<file path="config.mk">
export PLATFORM = sky130hd
export DESIGN_NAME = vload_unit
export DESIGN_NICKNAME = d
export VERILOG_FILES = /design/src/rtl/vload_pkg.sv /design/src/rtl/vload_decode.sv /design/src/rtl/vload_agen.sv /design/src/rtl/vload_seq.sv /design/src/rtl/vload_unit.sv
export SDC_FILE = /design/constraint.sdc
export NUM_CORES = 1
export LEC_CHECK = 0
export BUFFER_PORTS_ARGS = -buffer_cell sky130_fd_sc_hd__buf_2
export CAP_MARGIN = 0
export CELL_PAD_IN_SITES_DETAIL_PLACEMENT = 0
export CELL_PAD_IN_SITES_GLOBAL_PLACEMENT = 1
export CORE_AREA = 2 2 187 189
export DETAILED_ROUTE_END_ITERATION = 12
export DIE_AREA = 0 0 189 191
export PLACE_DENSITY_LB_ADDON = 0.12
export SYNTH_ARGS = -nofsm -noshare
export SYNTH_HDL_FRONTEND = slang
export SYNTH_SLANG_ARGS = --single-unit
</file>
<file path="constraint.sdc">
create_clock -name clk -period 4.1 [get_ports clk]
set_input_delay 0.41 -clock clk [delete_from_list [all_inputs] [get_ports clk]]
set_output_delay 0.41 -clock clk [all_outputs]
set_load 0.02 [all_outputs]
</file>
<file path="src/rtl/vload_pkg.sv">
package vload_pkg;

   localparam int INSN_W   = 32;
   localparam int REG_W    = 5;
   localparam int VIDX_W   = 7;

   localparam logic [31:0] CLASSIC_MASK  = 32'hFC00_07FE;
   localparam logic [31:0] CLASSIC_MATCH = 32'h7C00_02CE;
   localparam logic [31:0] EXT_MASK      = 32'hFC00_07F3;
   localparam logic [31:0] EXT_MATCH     = 32'h1000_02C3;

   typedef struct packed {
      logic                hit;
      logic                ext;
      logic [REG_W-1:0]    ra;
      logic [REG_W-1:0]    rb;
      logic [VIDX_W-1:0]   vidx;
   } vld_dec_t;

endpackage

</file>
<file path="src/rtl/vload_decode.sv">
module vload_decode
   import vload_pkg::*;
#(
   parameter bit EXT_EN = 1'b1
) (
   input  logic [INSN_W-1:0] insn,
   output vld_dec_t          dec
);

   logic classic_hit;
   logic ext_hit;

   assign classic_hit = (insn & CLASSIC_MASK) == CLASSIC_MATCH;

   generate
      if (EXT_EN) begin : g_ext
         assign ext_hit = (insn & EXT_MASK) == EXT_MATCH;
      end else begin : g_no_ext
         assign ext_hit = 1'b0;
      end
   endgenerate

   always_comb begin
      dec.hit = classic_hit | ext_hit;
      dec.ext = ext_hit;
      dec.ra  = insn[20:16];
      dec.rb  = insn[15:11];
      if (ext_hit) begin
         dec.vidx = {insn[3:2], insn[25:21]};
      end else begin
         dec.vidx = {2'b00, insn[25:21]};
      end
   end

endmodule

</file>
<file path="src/rtl/vload_agen.sv">
module vload_agen #(
   parameter int GPR_W  = 64,
   parameter int ADDR_W = 32,
   parameter int LANES  = 16
) (
   input  logic              ra_is_zero,
   input  logic [GPR_W-1:0]  ra_val,
   input  logic [GPR_W-1:0]  rb_val,
   output logic [ADDR_W-1:0] ea
);

   localparam int OFS_W = $clog2(LANES);

   generate
      if (ADDR_W > GPR_W) begin : g_bad_width
         $error("vload_agen: ADDR_W must not exceed GPR_W");
      end
   endgenerate

   logic [GPR_W-1:0] base;
   logic [GPR_W-1:0] sum;

   always_comb begin
      base = ra_is_zero ? '0 : ra_val;
      sum  = base + rb_val;
      ea   = {sum[ADDR_W-1:OFS_W], {OFS_W{1'b0}}};
   end

endmodule

</file>
<file path="src/rtl/vload_seq.sv">
module vload_seq #(
   parameter int ADDR_W = 32,
   parameter int LANES  = 16
) (
   input  logic                 clk,
   input  logic                 rst,
   input  logic                 go,
   input  logic [ADDR_W-1:0]    ea,
   input  logic [7:0]           mem_rdata,
   output logic                 busy,
   output logic                 mem_rd_en,
   output logic [ADDR_W-1:0]    mem_addr,
   output logic                 done,
   output logic [LANES*8-1:0]   data
);

   localparam int                 OFS_W = $clog2(LANES);
   localparam logic [OFS_W-1:0]   LAST  = OFS_W'(LANES - 1);

   generate
      if ((1 << OFS_W) != LANES || LANES < 2) begin : g_bad_lanes
         $error("vload_seq: LANES must be a power of two of at least 2");
      end
   endgenerate

   logic              issuing;
   logic [OFS_W-1:0]  issue_cnt;
   logic [ADDR_W-1:0] base_q;
   logic              cap_vld;
   logic [OFS_W-1:0]  cap_lane;
   logic              done_q;
   logic [7:0]        lane_q [LANES];

   assign busy      = issuing | cap_vld;
   assign mem_rd_en = issuing;
   assign mem_addr  = {base_q[ADDR_W-1:OFS_W], issue_cnt};
   assign done      = done_q;

   always_ff @(posedge clk) begin
      if (rst) begin
         issuing   <= 1'b0;
         issue_cnt <= '0;
         base_q    <= '0;
         cap_vld   <= 1'b0;
         cap_lane  <= '0;
         done_q    <= 1'b0;
      end else begin
         if (go && !busy) begin
            issuing   <= 1'b1;
            issue_cnt <= '0;
            base_q    <= ea;
         end else if (issuing) begin
            issue_cnt <= issue_cnt + 1'b1;
            if (issue_cnt == LAST) begin
               issuing <= 1'b0;
            end
         end
         cap_vld  <= issuing;
         cap_lane <= issue_cnt;
         done_q   <= cap_vld && (cap_lane == LAST);
      end
   end

   genvar k;
   generate
      for (k = 0; k < LANES; k++) begin : g_lane
         always_ff @(posedge clk) begin
            if (rst) begin
               lane_q[k] <= 8'h00;
            end else if (cap_vld && cap_lane == OFS_W'(k)) begin
               lane_q[k] <= mem_rdata;
            end
         end
         assign data[(LANES-1-k)*8 +: 8] = lane_q[k];
      end
   endgenerate

   p_addr_step_r5: assert property (@(posedge clk) disable iff (rst)
      (mem_rd_en && $past(mem_rd_en) && !$past(rst)) |-> (mem_addr == $past(mem_addr) + 1'b1));

   p_first_aligned_r5: assert property (@(posedge clk) disable iff (rst)
      $rose(mem_rd_en) |-> (mem_addr[OFS_W-1:0] == '0));

   p_done_pulse_r7: assert property (@(posedge clk) disable iff (rst)
      done |=> !done);

   p_done_after_reads_r7: assert property (@(posedge clk) disable iff (rst)
      done |-> (!mem_rd_en && !busy));

endmodule

</file>
<file path="src/rtl/vload_unit.sv">
module vload_unit
   import vload_pkg::*;
#(
   parameter int GPR_W  = 64,
   parameter int ADDR_W = 32,
   parameter int PC_W   = 64,
   parameter int LANES  = 16,
   parameter bit EXT_EN = 1'b1
) (
   input  logic                 clk,
   input  logic                 rst,
   input  logic                 start,
   input  logic [INSN_W-1:0]    insn,
   input  logic [PC_W-1:0]      pc,
   output logic [REG_W-1:0]     gpr_ra_idx,
   output logic [REG_W-1:0]     gpr_rb_idx,
   input  logic [GPR_W-1:0]     gpr_ra_data,
   input  logic [GPR_W-1:0]     gpr_rb_data,
   output logic                 mem_rd_en,
   output logic [ADDR_W-1:0]    mem_addr,
   input  logic [7:0]           mem_rdata,
   output logic                 busy,
   output logic                 illegal,
   output logic                 done,
   output logic                 vr_we,
   output logic [VIDX_W-1:0]    vr_idx,
   output logic [LANES*8-1:0]   vr_data,
   output logic [PC_W-1:0]      next_pc
);

   localparam logic [PC_W-1:0] PC_STEP = PC_W'(4);

   vld_dec_t          dec;
   logic [ADDR_W-1:0] ea;
   logic              accept;
   logic              illegal_q;
   logic [VIDX_W-1:0] vidx_q;
   logic [PC_W-1:0]   npc_q;
   logic              seq_done;

   vload_decode #(.EXT_EN(EXT_EN)) u_dec (
      .insn (insn),
      .dec  (dec)
   );

   assign gpr_ra_idx = dec.ra;
   assign gpr_rb_idx = dec.rb;

   vload_agen #(.GPR_W(GPR_W), .ADDR_W(ADDR_W), .LANES(LANES)) u_agen (
      .ra_is_zero (dec.ra == '0),
      .ra_val     (gpr_ra_data),
      .rb_val     (gpr_rb_data),
      .ea         (ea)
   );

   assign accept = start && !busy && dec.hit;

   vload_seq #(.ADDR_W(ADDR_W), .LANES(LANES)) u_seq (
      .clk       (clk),
      .rst       (rst),
      .go        (accept),
      .ea        (ea),
      .mem_rdata (mem_rdata),
      .busy      (busy),
      .mem_rd_en (mem_rd_en),
      .mem_addr  (mem_addr),
      .done      (seq_done),
      .data      (vr_data)
   );

   always_ff @(posedge clk) begin
      if (rst) begin
         illegal_q <= 1'b0;
         vidx_q    <= '0;
         npc_q     <= '0;
      end else begin
         illegal_q <= start && !busy && !dec.hit;
         if (accept) begin
            vidx_q <= dec.vidx;
            npc_q  <= pc + PC_STEP;
         end
      end
   end

   assign illegal = illegal_q;
   assign done    = seq_done;
   assign vr_we   = seq_done;
   assign vr_idx  = vidx_q;
   assign next_pc = npc_q;

   p_illegal_quiet_r3: assert property (@(posedge clk) disable iff (rst)
      illegal |-> (!mem_rd_en && !vr_we));

   p_busy_hold_r8: assert property (@(posedge clk) disable iff (rst)
      (busy && start) |=> (vr_idx == $past(vr_idx) && next_pc == $past(next_pc)));

   p_reset_idle_r9: assert property (@(posedge clk)
      $past(rst) |-> (!busy && !mem_rd_en && !vr_we && !illegal));

endmodule

</file>
==> results.json, run 1 <==
{
  "status": "finished, final reports clean",
  "drt_first_pass_iters": 4,
  "gr-usage-all-layers_pct": 18.40,
  "worstPathMaxFanout": 13,
  "cts_inserted_buffers": 27,
  "final_layout_size_suffix_gt1_share_pct": 32.01,
  "avgSynthCellArea_sq_um": 10.31,
  "start_util_pct": 33.38,
  "synthCells": 1105,
  "area_growth_pct": 28.86,
  "die_w_um": 189,
  "rsz0062_at_grt": "no",
  "cts_tree": "yes",
  "reg2reg_slack_ns": 1.78,
  "vdd_drop_max_v": 0.0002863,
  "die_h_um": 191,
  "slew_headroom_pct": 43.71,
  "crit_path_start_kind": "input port",
  "final_hold_viol_count": 0,
  "clock_path_buffers": 3,
  "clkSinkCount": 239,
  "rows": 68,
  "min_to": "next_pc[0]$_SDFFE_PP0P_",
  "hp-class": "in -> reg",
  "synth_seq_area_share_pct": 53.26,
  "drt_iter0_markers": 394,
  "setup_violations": 0,
  "core-area_sq_um": 34120,
  "grt_max_degree": 51,
  "ant_nets": 0,
  "r2r_start": "u_seq.mem_rd_en$_SDFF_PP0_",
  "routed_wl_um": 34130,
  "pre_cts_ws_ns": 0.2691,
  "yosys_warnings": 0,
  "clkTransAtPathRegs_ns": 0.06,
  "gp_congestion": 0.8261,
  "drc": 0,
  "synth_flop_cell": "edfxtp_1",
  "gr-total-overflow": 0,
  "holdPathStages": 2,
  "tns_ns": 0,
  "holdCritStartpoint": "pc[0]",
  "grt_pass1_vias": 9069,
  "portBuffers": 406,
  "clockRootBuffer": "clkbuf_16",
  "cts_max_level": 1,
  "placed_cells": 1914,
  "path_class": "in -> reg",
  "fill_cells": 3457,
  "final_cell_count_no_fill": 1966,
  "min_period_ns": 3.260,
  "r2r-end": "next_pc[41]$_SDFFE_PP0P_",
  "p_per_area_nw_per_um2": 383.2,
  "hold_buffers": 0,
  "routedWlPerCell_um": 17.36,
  "worst-r2r-cell-count": 6,
  "max_slew.worst_pin.slew_ns": 0.8443,
  "worstSetupEndpointType": "flip-flop",
  "async_flop_share_pct": 0,
  "synth_seq_cells": 239,
  "synth_cell_types": 63,
  "die-area_sq_um": 36100,
  "drv_cap": 0,
  "fmax_mhz": 306.8,
  "hpwl_um": 25950,
  "leakage_uw": 0.006467,
  "cts_setup_buffers": 0,
  "drv_slew": 0,
  "syn_area_sq_um": 11390,
  "synth_edf_count": 128,
  "layout_setup_ws_ns": 0.8400,
  "grt_pass1_wl_um": 51600,
  "vias": 9266,
  "antenna_found_initial": 5,
  "fin_worst_skew_ns": 0.01002,
  "fin_util_pct": 43.01,
  "min_period_over_period_pct": 79.51,
  "viasPerCell": 4.713,
  "nets": 1755,
  "cts_resized": 0,
  "pin_count": 481,
  "cp.arrival_ns": 3.74,
  "crit_required_ns": 4.58,
  "clock_latency_ns": 0.55,
  "syn-num-nets": 1372
}
==> synthesized netlist by cell type, types with 3 or more instances <==
cell type | n | area share, %
and4_1 | 6 | 0.46
xor2_1 | 45 | 3.5
o21ai_0 | 95 | 4.2
nor4_1 | 4 | 0.22
nand3_1 | 28 | 1.2
clkbuf_1 | 48 | 1.6
or2_2 | 3 | 0.16
buf_4 | 11 | 0.73
a31oi_1 | 3 | 0.16
a22o_1 | 16 | 1.2
and2_1 | 135 | 7.4
nor2b_1 | 40 | 2.2
nand2_1 | 130 | 4.3
nand2b_1 | 4 | 0.22
nor3_1 | 13 | 0.57
inv_1 | 16 | 0.53
o21bai_1 | 14 | 0.92
a21boi_1 | 3 | 0.20
a21o_2 | 3 | 0.23
o211ai_1 | 3 | 0.20
nor2_1 | 34 | 1.1
a211oi_1 | 3 | 0.20
o21ai_1 | 3 | 0.13
a31o_2 | 3 | 0.23
ha_1 | 32 | 3.5
a21oi_1 | 31 | 1.4
edfxtp_1 | 128 | 34
xnor2_1 | 44 | 3.4
dfxtp_1 | 111 | 20
nand4_1 | 19 | 1.0
a21o_1 | 16 | 1.1
and3_1 | 21 | 1.2
==> critical path, cell delays in order <==
cell      delay [ns]
buf_2           0.10
or4_4           0.56
nor2_2          0.23
buf_4           0.24
nor2b_1         0.06
ha_1            0.26
and3_2          0.16
o211ai_2        0.08
o21ai_0         0.37
a21boi_1        0.23
o31ai_2         0.30
a21boi_1        0.16
or4b_1          0.48
nand3_1         0.08
==> where the power goes <==
group	internal [uW]	total (uW)	switching [uW]
Combinational	249	639	391
Clock	1410	2410	1000
Sequential	2560	2580	13.8
Total	4220	5620	1400
==> worst max-delay path by stage <==
stage / slack (ns) / from / cells past startpoint / endpoint
3_3_place_gp: 0.30 / insn[16] / 14 / u_seq.base_q[26]$_SDFFE_PP0P_
4_1_cts: 0.83 / insn[16] / 14 / u_seq.base_q[26]$_SDFFE_PP0P_
5_1_grt: 0.51 / insn[16] / 14 / u_seq.base_q[26]$_SDFFE_PP0P_
3_5_place_dp: 0.27 / insn[16] / 14 / u_seq.base_q[26]$_SDFFE_PP0P_
6_report: 0.84 / insn[16] / 14 / u_seq.base_q[26]$_SDFFE_PP0P_
2_1_floorplan: 0.60 / insn[16] / 14 / u_seq.base_q[26]$_SDFFE_PP0P_
==> cell families after synthesis <==
logic type / synth area share (%)
AOI/OAI and AO/OA: 11.73
DFF: 53.26
xor gates and xnor gates: 6.845
and+or+nand+nor: 21.48
buffers and inverters: 3.076
muxes: 0.08790
adders and majority gates: 3.516
==> sequential cells by signal, indices dropped and copies added, names as in the netlist <==
register,count
illegal,1
next_pc,64
u_seq.base_q,28
u_seq.cap_lane,4
u_seq.cap_vld,1
u_seq.done,1
u_seq.issue_cnt,4
u_seq.lane_q,128
u_seq.mem_rd_en,1
vr_idx,7
==> routing by layer <==
layer,vias to the layer above,global-route usage [%],share of wire (%)
met5,-,0,0.13
met3,59,5.306,8.1
met1,4288,22.77,42
li1,4622,-,-
met2,291,31.28,47
met4,6,5.048,2.6
==> per-stage QoR <==
| step | cell area, sq um | hold slack, ns | total power [uW] |
|---|---|---|---|
| after floorplan | 11390 | 0.5234 | 3021 |
| after global placement | 13790 | 0.4291 | 3269 |
| after detailed placement | 13790 | 0.4367 | 3272 |
| after CTS | 14670 | 0.04212 | 5705 |
| after global routing | 14670 | 0.05307 | 5869 |
| final | 14680 | 0.07229 | 5624 |
==> final cells by class <==
class | count | area (sq um) | area share, %
sequential | 239 | 6066 | 41.33
timing repair buffer | 416 | 2107 | 14.36
inverter | 16 | 60.06 | 0.4092
tap | 455 | 569.3 | 3.879
clock inverter | 16 | 173.9 | 1.185
clock buffer | 34 | 701.9 | 4.783
antenna | 2 | 5.005 | 0.03410
multi-input combinational | 788 | 4992 | 34.02
==> cell usage in the layout, fill, tap and decap left out, drive strengths merged, types with 18 or more instances in the layout <==
cell type	synthesis	routed
nand2	131	131
nand4	19	19
inv	16	18
nor2	34	34
buf	13	416
nor2b	40	40
edfxtp	128	128
dfxtp	111	111
a21oi	31	31
o21ai	100	100
nand3	28	28
and3	22	22
and2	136	136
a21o	19	19
xnor2	44	44
clkbuf	48	34
ha	32	32
xor2	45	45
Power figures use the tool's default switching activity.
==> run 2, diff against run 1 <==
CORE_AREA = unset   (was 2 2 187 189)
CORE_UTILIZATION = 32   (was unset)
DIE_AREA = unset   (was 0 0 189 191)
clock period = 2.85 ns   (was 4.1 ns; I/O delays follow)
==> results.json, run 2 (synthesis results as in run 1) <==
{
  "cts_inserted_buffers": 27,
  "gp_congestion": 0.8124,
  "path_class": "in -> reg",
  "gr-total-overflow": 0,
  "drt_iter0_markers": 377,
  "hold_ws_ns": 0.03743,
  "final_hold_viol_count": 0,
  "drt_first_pass_iters": 4,
  "p_per_area_nw_per_um2": 537.0,
  "leakage_uw": 0.007109,
  "r2r_start": "u_seq.mem_rd_en$_SDFF_PP0_",
  "rsz0062_at_grt": "yes",
  "viasPerCell": 4.689,
  "rows": 68,
  "max_stage_delay_ns": 0.55,
  "final_layout_size_suffix_gt1_share_pct": 38.34,
  "cp.arrival_ns": 3.31,
  "drv_slew": 0,
  "hpwl_um": 27150,
  "min_to": "next_pc[63]$_SDFFE_PP0P_",
  "clkSinkCount": 239,
  "worst-r2r-cell-count": 9,
  "max_slew.worst_pin.slew_ns": 0.7493,
  "min_period_over_period_pct": 99.32,
  "layout_common_cells": "buf_2, and2_1, edfxtp_1",
  "clock_latency_ns": 0.53,
  "fill_cells": 3428,
  "grt_max_degree": 54,
  "grt_pass1_wl_um": 53700,
  "ant_nets": 0,
  "cts_max_level": 1,
  "die_h_um": 190.7,
  "holdCritStartpoint": "pc[63]",
  "die_w_um": 190.7,
  "cp_cell_sequence": "buf_6, or4_4, nor2_4, clkbuf_16, nor2b_1, ha_1, o21ai_2, a21oi_2, nor3b_4, a21boi_4, o31ai_4, a21boi_2, or4b_4, nand3_2",
  "nets": 1871,
  "largest_reg_flops": 128,
  "clockRootBuffer": "clkbuf_16",
  "power_uw": 8521,
  "hp-class": "in -> reg",
  "area_growth_pct": 39.34,
  "gr-usage-all-layers_pct": 19.18,
  "routed_wl_um": 36000,
  "setup_violations": 0,
  "crit_required_ns": 3.33,
  "fmax_mhz": 353.3,
  "worst_path_max_delay_cell": "or4_4",
  "cts_tree": "yes",
  "top_register": "u_seq.lane_q",
  "status": "finished, final reports clean",
  "drv_cap": 0,
  "grt_pass1_vias": 9464,
  "startpoint": "insn[20]",
  "routedWlPerCell_um": 17.30,
  "vdd_drop_max_v": 0.0004259,
  "pin_count": 481,
  "portBuffers": 406,
  "antenna_found_initial": 6,
  "clock_path_buffers": 3,
  "crit_family": "simple AND/OR/NAND/NOR gates",
  "drc": 0,
  "core-area_sq_um": 34800,
  "clkTransAtPathRegs_ns": 0.06,
  "r2r-end": "u_seq.base_q[28]$_SDFFE_PP0P_",
  "crit_path_start_kind": "input port",
  "die-area_sq_um": 36350,
  "layout_commonest_cell": "buf_2",
  "min_period_ns": 2.831,
  "reg2reg_slack_ns": 0.80,
  "worstSetupEndpointType": "flip-flop",
  "vias": 9757,
  "worst-path-buf-inv": 2,
  "slew_headroom_pct": 49.95,
  "worstPathMaxFanout": 4,
  "holdPathStages": 3,
  "start_util_pct": 32.73,
  "fin_worst_skew_ns": 0.006899
}
## run 2: changes by cell type in the layout (fill, tap and decap cells not counted), moves of 3 or more
cell           previous run  this run
a21oi_1                  31        20
a21oi_2                   0        10
buf_12                    0         3
buf_4                    10       108
buf_6                     0         4
clkbuf_1                  7         3
clkinvlp_2                0         3
dlygate4sd3_1             0        10
o21ai_0                  95        81
o21ai_1                   3        12
o21ai_2                   2         7
## run 2: worst max-delay path by stage
| stage | end | depth (start not counted) | slack (ns) |
|---|---|---|---|
| 2_1_floorplan | u_seq.base_q[28]$_SDFFE_PP0P_ | 14 | -0.22 |
| 3_3_place_gp | u_seq.base_q[29]$_SDFFE_PP0P_ | 16 | -0.52 |
| 3_5_place_dp | u_seq.base_q[29]$_SDFFE_PP0P_ | 16 | -0.57 |
| 4_1_cts | u_seq.base_q[28]$_SDFFE_PP0P_ | 14 | 0.03 |
| 5_1_grt | u_seq.base_q[26]$_SDFFE_PP0P_ | 15 | -0.08 |
| 6_report | u_seq.base_q[26]$_SDFFE_PP0P_ | 14 | 0.02 |
## run 2: repair_timing
action,4_1_cts,5_1_grt
setup endpoints to repair,2,13
setup buffers,0,5
hold buffers,10,0
pin swaps,1,25
cloned,0,2
endpoints found under the hold margin,10,0
gates resized for setup,1,33
## run 2: layout make-up
| type | instances | area, sq um | area share [%] |
|---|---|---|---|
| multi-input cells | 788 | 5154 | 32.48 |
| diodes | 1 | 2.502 | 0.01577 |
| repair buffers | 532 | 3093 | 19.49 |
| inverters | 16 | 60.06 | 0.3785 |
| clock inverters | 20 | 237.7 | 1.498 |
| clock buffers | 30 | 686.9 | 4.329 |
| well taps | 455 | 569.3 | 3.587 |
| flip-flops and latches | 239 | 6066 | 38.22 |
## run 2: where the power goes
group / leakage [uW] / total, uW / switching, uW / internal, uW
clock network: 0.000443 / 3640 / 1450 / 2190
registers: 0.00220 / 3700 / 19.2 / 3680
logic: 0.00447 / 1180 / 637 / 539
total: 0.00711 / 8520 / 2110 / 6420
## run 2: stage by stage
stage	setup WS [ns]	cells	util (%)	setup TNS, ns	instance area, sq um
global route	-0.07526	2080	45.60	-0.2188	15870
global placement	-0.5174	2014	41.97	-9.156	14610
detailed placement	-0.5653	2014	41.97	-10.24	14610
finish	0.01936	2081	45.60	0	15870
floorplan	-0.2220	1105	-	-1.021	11460
CTS	0.02850	2074	44.93	0	15640
## run 2: worst reg2reg max path, stage by stage (launching register included)
cell	delay, ns
dfxtp_1	0.38
nor2_1	0.34
nand2_1	0.11
nor2_1	0.21
nand2_2	0.15
buf_4	0.28
nor4_1	0.24
a31o_2	0.15
a21oi_1	0.04
nand3_1	0.10
## run 2: routing by layer
layer  global-route usage [%]  up-vias  wire length, um
met4                    3.754       10              545
met5                        0        -               59
met3                    5.613       47             2979
met1                    24.15     4528            15410
met2                    32.49      316            17010
li1                         -     4856                -
